### src/rtl/pwm_bank_pkg.sv
`timescale 1ns/1ps
package pwm_bank_pkg;

    localparam int SCALE_W = 13;
    localparam int DUTY_W  = 8;
    localparam int WORD_W  = 32;

    // Layout of one channel control word (MSB first)
    typedef struct packed {
        logic               en;        // [31]
        logic [5:0]         rsv_hi;    // [30:25]
        logic               full;      // [24]
        logic [DUTY_W-1:0]  duty;      // [23:16]
        logic [2:0]         rsv_lo;    // [15:13]
        logic [SCALE_W-1:0] scale;     // [12:0]
    } pwm_ctrl_t;

    typedef struct packed {
        logic [SCALE_W-1:0] presc;
        logic [DUTY_W-1:0]  phase;
    } pwm_cnt_t;

endpackage

### src/rtl/pwm_regs.sv
`timescale 1ns/1ps
module pwm_regs
    import pwm_bank_pkg::*;
#(
    parameter int NUM_CH = 4,
    parameter int ADDR_W = 8
) (
    input  logic                     clk,
    input  logic                     rst_n,
    input  logic                     wr_en,
    input  logic [ADDR_W-1:0]        addr,
    input  logic [WORD_W-1:0]        wdata,
    output logic [WORD_W-1:0]        rdata,
    output pwm_ctrl_t [NUM_CH-1:0]   ctrl_o
);

    localparam int CH_W = ADDR_W - 4;

    pwm_ctrl_t [NUM_CH-1:0] regs_d, regs_q;
    logic [CH_W-1:0]        sel_ch;
    logic                   hit;

    assign sel_ch = addr[ADDR_W-1:4];
    assign hit    = (addr[3:0] == 4'd0) && (int'(sel_ch) < NUM_CH);

    always_comb begin
        regs_d = regs_q;
        rdata  = '0;
        for (int i = 0; i < NUM_CH; i++) begin
            if (hit && (sel_ch == CH_W'(i))) begin
                rdata = regs_q[i];
                if (wr_en) begin
                    regs_d[i] = pwm_ctrl_t'(wdata);
                end
            end
        end
    end

    always_ff @(posedge clk or negedge rst_n) begin
        if (!rst_n) begin
            regs_q <= '0;
        end else begin
            regs_q <= regs_d;
        end
    end

    assign ctrl_o = regs_q;

    AST_MISS_READS_ZERO: assert property (@(posedge clk) disable iff (!rst_n)
        !hit |-> (rdata == '0));

    for (genvar g = 0; g < NUM_CH; g++) begin : g_chk
        AST_WRITE_LANDS: assert property (@(posedge clk) disable iff (!rst_n)
            (wr_en && hit && (sel_ch == CH_W'(g))) |=> (regs_q[g] == $past(wdata)));
        AST_MISS_KEEPS_WORD: assert property (@(posedge clk) disable iff (!rst_n)
            !hit |=> $stable(regs_q[g]));
    end

endmodule

### src/rtl/pwm_chan.sv
`timescale 1ns/1ps
module pwm_chan
    import pwm_bank_pkg::*;
(
    input  logic      clk,
    input  logic      rst_n,
    input  pwm_ctrl_t ctrl_i,
    output logic      pwm_o
);

    pwm_cnt_t cnt_d, cnt_q;

    always_comb begin
        cnt_d = cnt_q;
        if (!ctrl_i.en) begin
            cnt_d = '0;
        end else if (cnt_q.presc >= ctrl_i.scale) begin
            cnt_d.presc = '0;
            cnt_d.phase = cnt_q.phase + 1'b1;
        end else begin
            cnt_d.presc = cnt_q.presc + 1'b1;
        end
    end

    always_ff @(posedge clk or negedge rst_n) begin
        if (!rst_n) begin
            cnt_q <= '0;
        end else begin
            cnt_q <= cnt_d;
        end
    end

    assign pwm_o = ctrl_i.en & (ctrl_i.full | (cnt_q.phase < ctrl_i.duty));

    AST_DISABLE_CLEARS: assert property (@(posedge clk) disable iff (!rst_n)
        !ctrl_i.en |=> (cnt_q.phase == '0 && cnt_q.presc == '0));

    AST_PHASE_STEP: assert property (@(posedge clk) disable iff (!rst_n)
        (ctrl_i.en && $past(ctrl_i.en)) |->
            ((cnt_q.phase == $past(cnt_q.phase)) ||
             (cnt_q.phase == DUTY_W'($past(cnt_q.phase) + 1'b1))));

    AST_ZERO_DUTY_LOW: assert property (@(posedge clk) disable iff (!rst_n)
        (ctrl_i.en && !ctrl_i.full && ctrl_i.duty == '0) |-> !pwm_o);

    AST_FULL_STAYS_HIGH: assert property (@(posedge clk) disable iff (!rst_n)
        (ctrl_i.en && ctrl_i.full && $past(ctrl_i.en && ctrl_i.full)) |-> (pwm_o && $past(pwm_o)));

endmodule

### src/rtl/prescaled_pwm_bank.sv
`timescale 1ns/1ps
module prescaled_pwm_bank
    import pwm_bank_pkg::*;
#(
    parameter int NUM_CH = 4,
    parameter int ADDR_W = 8
) (
    input  logic              clk,
    input  logic              rst_n,
    input  logic              bus_wr,
    input  logic [ADDR_W-1:0] bus_addr,
    input  logic [31:0]       bus_wdata,
    output logic [31:0]       bus_rdata,
    output logic [NUM_CH-1:0] pwm_out
);

    pwm_ctrl_t [NUM_CH-1:0] ctrl;

    pwm_regs #(
        .NUM_CH (NUM_CH),
        .ADDR_W (ADDR_W)
    ) u_regs (
        .clk    (clk),
        .rst_n  (rst_n),
        .wr_en  (bus_wr),
        .addr   (bus_addr),
        .wdata  (bus_wdata),
        .rdata  (bus_rdata),
        .ctrl_o (ctrl)
    );

    for (genvar g = 0; g < NUM_CH; g++) begin : g_ch
        pwm_chan u_chan (
            .clk    (clk),
            .rst_n  (rst_n),
            .ctrl_i (ctrl[g]),
            .pwm_o  (pwm_out[g])
        );

        AST_OFF_WHEN_CLEAR: assert property (@(posedge clk) disable iff (!rst_n)
            !ctrl[g].en |-> !pwm_out[g]);
    end

endmodule

### config.mk
export PLATFORM = sky130hd
export DESIGN_NAME = prescaled_pwm_bank
export DESIGN_NICKNAME = d
export VERILOG_FILES = /design/src/rtl/pwm_bank_pkg.sv /design/src/rtl/pwm_regs.sv /design/src/rtl/pwm_chan.sv /design/src/rtl/prescaled_pwm_bank.sv
export SDC_FILE = /design/constraint.sdc
export NUM_CORES = 1
export LEC_CHECK = 0
export BUFFER_PORTS_ARGS = -buffer_cell sky130_fd_sc_hd__buf_2
export CORE_ASPECT_RATIO = 1.5
export CORE_UTILIZATION = 65
export CTS_CLUSTER_DIAMETER = 40
export CTS_CLUSTER_SIZE = 8
export DETAILED_ROUTE_END_ITERATION = 16
export PLACE_DENSITY = 0.85
export SETUP_SLACK_MARGIN = 0.3
export SLEW_MARGIN = 20
export SYNTH_ARGS = -nofsm -noshare
export SYNTH_HDL_FRONTEND = slang
export SYNTH_SLANG_ARGS = --single-unit
### constraint.sdc
create_clock -name clk -period 4.7 [get_ports clk]
set_input_delay 0.705 -clock clk [delete_from_list [all_inputs] [get_ports clk]]
set_output_delay 0.705 -clock clk [all_outputs]
set_load 0.005 [all_outputs]
==> impl_metrics.ini, run 1 <==
[floorplan]
rows = 61
core-area_um2 = 18600
io-pin-count = 79
die_width_um = 115
start_util_pct = 66.4
die_area_um2 = 19600
die_h_um = 171

[timing]
rsz0062_at_grt = false
setup_slack_ns = 1.33
layout_min_cycle_time_ns = 3.37
setup_viol = 0
hold_viol = 0
fin_tns_setup_ns = 0
fmax_mhz = 296
drv_slew = 0
fin_worst_skew_ns = 0.0198
hold_ws_ns = 0.227
post-route-period-util_pct = 71.8
relSlewSlack_pct = 32.3
worst_pin_slew_ns = 1.02

[critical_path]
r2r-start = g_ch[0].u_chan.cnt_q[15]$_DFF_PN0_
critPathLaunchType = input pin
endpoint_kind = primary output
reg2regPathDepth = 5
crit_end = bus_rdata[21]
cp.required_ns = 3.99
ff2ff_setup_slack_ns = 1.64
critPathKind = input pin to primary output
cpMaxStageDelayCell = buf_2
critical_path_arrival_ns = 2.67
worstPathMaxFanout = 23
worst_path_most_repeated_cell = buf_2
path_cells = buf_2 > buf_4 > mux4_2 > and2_1 > buf_2
cp-startpoint = bus_addr[4]
slowest_delay_ns = 0.63
rr_endpoint = g_ch[0].u_chan.cnt_q[0]$_DFFE_PN0P_

[placed_design]
dp_worst_setup_slack_ns = 1.35
place_hpwl_um = 21600
io_buffers = 78
gp_congestion = 0.891

[global_route]
grt_pass1_wl_um = 49000
antenna_found_initial = 2
grt_pass1_vias = 9584
grt_max_degree = 96
grt_overflow = 0
grt_usage_pct = 32.3

[power]
power_leakage_nw = 6.62
ir_drop_mv = 0.284
cellPowerDensity_nw_per_um2 = 342

[synthesis]
syn-cell-area_um2 = 12400
syn_nets = 1233
synth_warnings = 0
netlist_instances = 1102
ys_seq_area_share_pct = 42.9
ys_types = 51
synth_area_per_cell_um2 = 11.2
ys_ff_latch = 212

[cells_and_area]
final_common_cell = dfrtp_1
fill_cells = 1253
layout_common_cells = dfrtp_1 (212), inv_1 (108), ha_1 (88)
finish.utilization_pct = 73.3
nets = 1312
layout-drive-gt1-share_pct = 22.6
area_growth_pct = 10.3

[status]
outcome = completed

[clocking]
clk_pin_slew_ns = 0.05
cts_tree = yes
post_cts_buffers = 0
cts.repair.resized = 0
clk_path_buf_depth = 3
htreeDepth = 1
holdBufCountCts = 0
clock-root-buffer = clkbuf_16
cts.sinks = 212
clk_latency_ns = 0.55
cts_buffers = 31

[detailed_routing]
drc = 0
drt_iter0_markers = 628
vias_per_cell = 6.24
drt-pass1-iter-count = 5
routedWlPerCell_um = 21.0
wl_met1_um = 11500
totalWireLength_um = 30300
detail-route-antenna-nets = 0
dr_wl_met3_um = 1840
met2_length_um = 15700
dr_total_vias = 8997
maxUsedRoutingLayer = met4

[hold_path]
hp-class = input pin to async pin

[job]
maxCapViolCount = 0
-- final cells by class --
type                       instances  area, µm²  share of cell area, %
antenna                            2       5.00                 0.0367
clock buffer                      36        805                   5.89
clock inverter                     3       18.8                  0.137
inverter                         112        420                   3.08
multi-input combinational        737       6300                   46.2
sequential                       212       5310                   38.9
tap                              252        315                   2.31
timing repair buffer              87        479                   3.51
-- sequential cells by signal (all words and copies together) (netlist names) --
name / count
u_regs.ctrl_o: 128
g_ch.u_chan.cnt_q: 84
-- per-stage QoR --
| stage | power, W | std cells | area [µm²] |
|---|---|---|---|
| floorplan | 0.00250 | 1102 | 12400 |
| global placement | 0.00269 | 1400 | 12800 |
| detailed placement | 0.00273 | 1400 | 12800 |
| CTS | 0.00468 | 1439 | 13600 |
| global route | 0.00485 | 1440 | 13600 |
| finish | 0.00467 | 1441 | 13700 |
-- cell families after synthesis --
kind of cell | Yosys count | share of synthesized area (%)
simple gates | 280 | 11.3
flops | 212 | 42.9
compound gates | 172 | 9.81
buf+inv | 153 | 6.21
mux | 134 | 16.4
fa+ha+maj | 88 | 8.90
xor+xnor | 63 | 4.46
-- per-layer routing --
layer	track usage, %	vias to the layer above
li1	-	4023
met1	38.1	4541
met2	56.4	332
met3	6.31	101
met4	15.4	0
met5	0	-
-- power by group --
group | leakage, nW | internal [W] | switching (W)
logic | 3.50 | 0.000279 | 0.000332
registers | 2.72 | 0.00196 | 0.000149
clock network | 0.406 | 0.00118 | 0.000772
total | 6.62 | 0.00342 | 0.00125
-- worst min path at each step --
stage / startpoint / to / slack (ns) / depth (start not counted)
after global routing: rst_n / u_regs.ctrl_o[45]$_DFFE_PN0P_ / 0.29 / 1
after floorplan: rst_n / g_ch[0].u_chan.cnt_q[0]$_DFFE_PN0P_ / 0.41 / 0
final: rst_n / u_regs.ctrl_o[55]$_DFFE_PN0P_ / 0.23 / 1
after global placement: u_regs.ctrl_o[126]$_DFFE_PN0P_ / u_regs.ctrl_o[126]$_DFFE_PN0P_ / 0.48 / 1
after CTS: rst_n / g_ch[1].u_chan.cnt_q[7]$_DFFE_PN0P_ / 0.26 / 1
after detailed placement: u_regs.ctrl_o[90]$_DFFE_PN0P_ / u_regs.ctrl_o[90]$_DFFE_PN0P_ / 0.49 / 1
-- worst max-delay path: cells and delay by family --
kind          cells  cell delay (ns)
mux               1             0.56
buf+inv           3             1.19
simple gates      1             0.19
-- cell usage after synthesis, drive strengths merged --
library cell / instances / share of area, %
a2111oi: 4 / 0.79
a211oi: 8 / 0.49
a21o: 20 / 1.2
a21oi: 13 / 0.53
a221oi: 4 / 0.28
a2bb2oi: 4 / 0.49
a31oi: 8 / 0.40
a41oi: 4 / 0.28
and2: 35 / 1.8
and3: 22 / 1.1
and4: 3 / 0.21
and4bb: 1 / 0.10
buf: 36 / 2.7
clkbuf: 5 / 0.15
dfrtp: 212 / 43
ha: 88 / 8.9
inv: 112 / 3.4
mux2: 94 / 9.9
mux2i: 8 / 0.65
mux4: 32 / 5.8
nand2: 71 / 2.2
nand2b: 11 / 0.56
nand3: 49 / 2.0
nand4: 7 / 0.35
nand4b: 1 / 0.19
nor2: 67 / 2.1
nor2b: 4 / 0.20
nor3: 2 / 0.081
nor3b: 1 / 0.15
nor4: 1 / 0.051
o211ai: 4 / 0.32
o21ai: 67 / 2.7
o22a: 4 / 0.28
o22ai: 12 / 0.61
o311ai: 20 / 1.4
or2b: 1 / 0.061
or3: 4 / 0.20
xnor2: 35 / 2.5
xor2: 28 / 2.0
Note: power is estimated with default switching activity, not from simulation.
==> inputs of run 2 (changes only) <==
CORE_UTILIZATION = 62   (was 65)
PLACE_DENSITY = 0.81   (was 0.85)
clock period = 3.5 ns   (was 4.7 ns; I/O delays follow)
==> impl_metrics.ini, run 2 (synthesis gave the netlist of run 1 again) <==
[clocking]
cts.sinks = 212
clk_latency_ns = 0.49
clk_path_buf_depth = 3
post_cts_buffers = 0
htreeDepth = 2
holdBufCountCts = 0
cts_buffers = 34
clock-root-buffer = clkbuf_16
cts.repair.resized = 0
cts_tree = yes
clk_pin_slew_ns = 0.05

[cells_and_area]
multi_input_area_um2 = 6300
layout-drive-gt1-share_pct = 23.8
num_antenna_cells = 0
largest_register_ffs = 128
nets = 1326
finalNonFillerCells = 1461
final_common_cell = dfrtp_1
final-seq-area_um2 = 5310
layout_common_cells = dfrtp_1 (212), inv_1 (108), ha_1 (88)
fill_cells = 1314
area_growth_pct = 12.3

[timing]
rsz0062_at_grt = false
drv_slew = 0
relSlewSlack_pct = 48.2
layout_min_cycle_time_ns = 2.91
fmax_mhz = 344
fin_worst_skew_ns = 0.0153
worst_pin_slew_ns = 0.773
fin_tns_setup_ns = 0
setup_viol = 0
hold_viol = 0
post-route-period-util_pct = 83.2

[detailed_routing]
detail-route-antenna-nets = 0
dr_total_vias = 8918
drc = 0
vias_per_cell = 6.10
totalWireLength_um = 28900
drt_iter0_markers = 521
drt-pass1-iter-count = 4
routedWlPerCell_um = 19.8

[critical_path]
cpMaxStageDelayCell = dfrtp_1
endpoint_kind = primary output
critPathLaunchType = flip-flop
cp.required_ns = 2.97
path_cells = inv_1 > ha_1 > and3_1 > a221oi_1 > o21ai_0 > a41oi_1 > buf_2
critPathKind = flip-flop to primary output
slowest_delay_ns = 0.42
worstPathMaxFanout = 3
critPathTopFamily = compound AO/OA/AOI/OAI gates
worstPathBufferInverterCount = 2
reg2regPathDepth = 6
cp.depth = 7
critical_path_arrival_ns = 2.39

[floorplan]
start_util_pct = 64.1
die_h_um = 175
core-area_um2 = 19300
die_width_um = 117
io-pin-count = 79
die_area_um2 = 20500
rows = 62

[power]
power_leakage_nw = 6.76
cellPowerDensity_nw_per_um2 = 472
ir_drop_mv = 0.370

[global_route]
grt_max_degree = 95
antenna_found_initial = 0
grt_pass1_vias = 9381
grt_pass1_wl_um = 47900
grt_overflow = 0
grt_usage_pct = 29.5

[placed_design]
io_buffers = 78
dp.cells = 1415
gp_congestion = 0.865
place_hpwl_um = 20600

[status]
outcome = completed

[hold_path]
hp-class = input pin to async pin

[job]
maxCapViolCount = 0
[run 2: per-layer routing]
metal | wire length (µm) | track usage, % | part of all wire [%]
met1 | 11600 | 36.1 | 40
met2 | 15200 | 53.2 | 53
met3 | 1330 | 4.14 | 4.6
met4 | 753 | 9.69 | 2.6
met5 | 0 | 0 | 0
[run 2: worst paths after layout]
path | endpoint | startpoint | slack, ns
max | pwm_out[2] | u_regs.ctrl_o[87]$_DFFE_PN0P_ | 0.59
min reg2reg | u_regs.ctrl_o[92]$_DFFE_PN0P_ | u_regs.ctrl_o[92]$_DFFE_PN0P_ | 0.50
max reg2reg | g_ch[3].u_chan.cnt_q[0]$_DFFE_PN0P_ | u_regs.ctrl_o[102]$_DFFE_PN0P_ | 0.91
min in group clk | u_regs.ctrl_o[106]$_DFFE_PN0P_ | bus_wdata[10] | 0.31
min | g_ch[1].u_chan.cnt_q[7]$_DFFE_PN0P_ | rst_n | 0.13
max in group asynchronous | u_regs.ctrl_o[40]$_DFFE_PN0P_ | rst_n | 2.57
[run 2: layout make-up]
cell class                 instances  share of cell area [%]
clock inverter                     4                   0.171
timing repair buffer              98                    4.22
sequential                       212                    38.2
inverter                         112                    3.02
multi-input combinational        737                    45.3
tap                              256                    2.30
clock buffer                      42                    6.78
[run 2: metrics by stage]
stage	power (W)	utilization (%)	hold WS, ns	setup slack (ns)	instance area (µm²)
after CTS	0.00660	72.0	0.161	0.602	13900
after detailed placement	0.00365	67.0	0.491	0.753	12900
after global placement	0.00361	67.0	0.483	0.741	12900
after global routing	0.00685	72.0	0.190	0.504	13900
after floorplan	0.00336	-	0.229	1.18	12400
final	0.00657	72.0	0.127	0.589	13900
[run 2: power by group]
part	switching (W)	internal [W]	total [W]
registers	0.000190	0.00264	0.00282
clock network	0.00108	0.00186	0.00294
logic	0.000423	0.000380	0.000803
[run 2: worst register-to-register path, stage by stage (launching register included)]
cell and delay (ns):
dfrtp_1 0.38, inv_1 0.07, ha_1 0.30, nand4_1 0.17
a211oi_1 0.70, a2bb2oi_2 0.45, mux2_2 0.39
==> inputs of run 3 (changes only) <==
clock period = 2.9 ns   (was 3.5 ns; I/O delays follow)
==> impl_metrics.ini, run 3 (synthesis gave the netlist of run 1 again) <==
[critical_path]
critPathLaunchType = flip-flop
endpoint_kind = primary output
cp.required_ns = 2.47
worstPathMaxFanout = 5
critical_path_arrival_ns = 2.15
critPathKind = flip-flop to primary output

[power]
switchingPower_w = 0.00218
swShare_pct = 27.2
power_frac_clock_pct = 43.9
ir_drop_mv = 0.336
p_int_w = 0.00583
power_leakage_nw = 6.86
cellPowerDensity_nw_per_um2 = 561
seqPwrFrac_pct = 42.6
combPwrFrac_pct = 13.5

[floorplan]
core-area_um2 = 19300
io-pin-count = 79
rows = 62
die_area_um2 = 20500
die_width_um = 117
die_h_um = 175
start_util_pct = 64.1

[timing]
fin_worst_skew_ns = 0.0181
hold_viol = 0
fmax_mhz = 387
rsz0062_at_grt = true
drv_slew = 0
setup_viol = 0
post-route-period-util_pct = 89.2
hold_ws_ns = 0.205
layout_min_cycle_time_ns = 2.59
fin_tns_setup_ns = 0
worst_pin_slew_ns = 0.634
relSlewSlack_pct = 57.7

[detailed_routing]
drc = 0
dr_total_vias = 9358
routedWlPerCell_um = 21.9
drt_iter0_markers = 688
totalWireLength_um = 32500
drt-pass1-iter-count = 6
detail-route-antenna-nets = 0
vias_per_cell = 6.31

[cells_and_area]
final_common_cell = dfrtp_1
area_growth_pct = 15.5
num_antenna_cells = 0
largest_register_ffs = 128
nets = 1348
layout-drive-gt1-share_pct = 27.7
final_area_um2 = 14300
layout_common_cells = dfrtp_1 (210), inv_1 (102), ha_1 (80)

[hold_path]
hp-class = input pin to flip-flop

[clocking]
clk_pin_slew_ns = 0.05
clk_latency_ns = 0.50
clk_path_buf_depth = 3
clock-root-buffer = clkbuf_16
cts_buffers = 34
htreeDepth = 2
cts.sinks = 212
cts_tree = yes

[global_route]
antenna_found_initial = 0
grt_pass1_wl_um = 50400
grt_max_degree = 76
grt_usage_pct = 31.1
grt_pass1_vias = 9667
grt_overflow = 0

[placed_design]
place_area_um2 = 13000
gp_congestion = 0.875
place_hpwl_um = 20700
io_buffers = 78

[status]
outcome = completed

[job]
maxCapViolCount = 0
run 3: changes by cell type in the layout (fill, tap and decap cells not counted), moves of 6 or more:
cell and change:
ha_4 +8, inv_2 +6, ha_1 -8, buf_4 +18, inv_1 -6
run 3: metal layers:
metal	vias up	global-route usage [%]	share of wire [%]
met5	-	0	0
met4	0	16.0	5.3
met3	152	3.85	5.1
met2	414	55.0	52
met1	4681	37.2	37
li1	4111	-	-
run 3: worst max-delay path, cell delays in order (launching register included):
cell and delay, ns:
dfrtp_2 0.44, ha_1 0.29, and3_4 0.17, a221oi_4 0.28, o21ai_2 0.11, a41oi_2 0.21, buf_2 0.15
run 3: repair_timing:
item | CTS | global route
hold buffers | 1 | 0
hold endpoints to repair | 37 | 0
pin swaps | 3 | 9
setup buffers | 10 | 10
endpoints found under the setup margin | 4 | 4
gates resized for setup | 21 | 17
run 3: worst paths after layout:
kind                                                          start                                  end  slack (ns)  cells after the start
worst max register to register   g_ch[0].u_chan.cnt_q[15]$_DFF_PN0_  g_ch[0].u_chan.cnt_q[7]$_DFFE_PN0P_        0.51                      6
worst max-delay path            g_ch[2].u_chan.cnt_q[5]$_DFFE_PN0P_                           pwm_out[2]        0.31                      6
worst min register to register       u_regs.ctrl_o[126]$_DFFE_PN0P_       u_regs.ctrl_o[126]$_DFFE_PN0P_        0.50                      1
max in group asynchronous                                     rst_n   g_ch[0].u_chan.cnt_q[17]$_DFF_PN0_        1.51                      3
worst min-delay path                                  bus_wdata[30]       u_regs.ctrl_o[126]$_DFFE_PN0P_        0.20                      2
min in group asynchronous                                     rst_n       u_regs.ctrl_o[113]$_DFFE_PN0P_        0.51                      2
run 3: power groups by stage:
stage / sequential, W / combinational (W) / clock, W
detailed placement: 0.00344 / 0.000996 / 0
CTS: 0.00341 / 0.00104 / 0.00353
global route: 0.00344 / 0.00119 / 0.00368
finish: 0.00342 / 0.00108 / 0.00352
global placement: 0.00343 / 0.000952 / 0
floorplan: 0.00337 / 0.000691 / 0
run 3: stage by stage:
stage | power (W) | cells | setup WS (ns) | util, %
global route | 0.00830 | 1482 | 0.253 | 74.0
floorplan | 0.00406 | 1102 | 0.763 | -
CTS | 0.00798 | 1472 | 0.294 | 73.0
finish | 0.00801 | 1482 | 0.314 | 74.0
detailed placement | 0.00444 | 1416 | 0.377 | 67.2
global placement | 0.00438 | 1416 | 0.420 | 67.2
run 3: final cells by class:
type | count | area (µm²)
Inverter | 112 | 420
Fill cell | 1187 | 5020
Clock inverter | 7 | 56.3
Timing Repair Buffer | 120 | 792
Sequential cell | 212 | 5310
Multi-Input combinational cell | 737 | 6510
Tap cell | 256 | 320
Clock buffer | 38 | 886
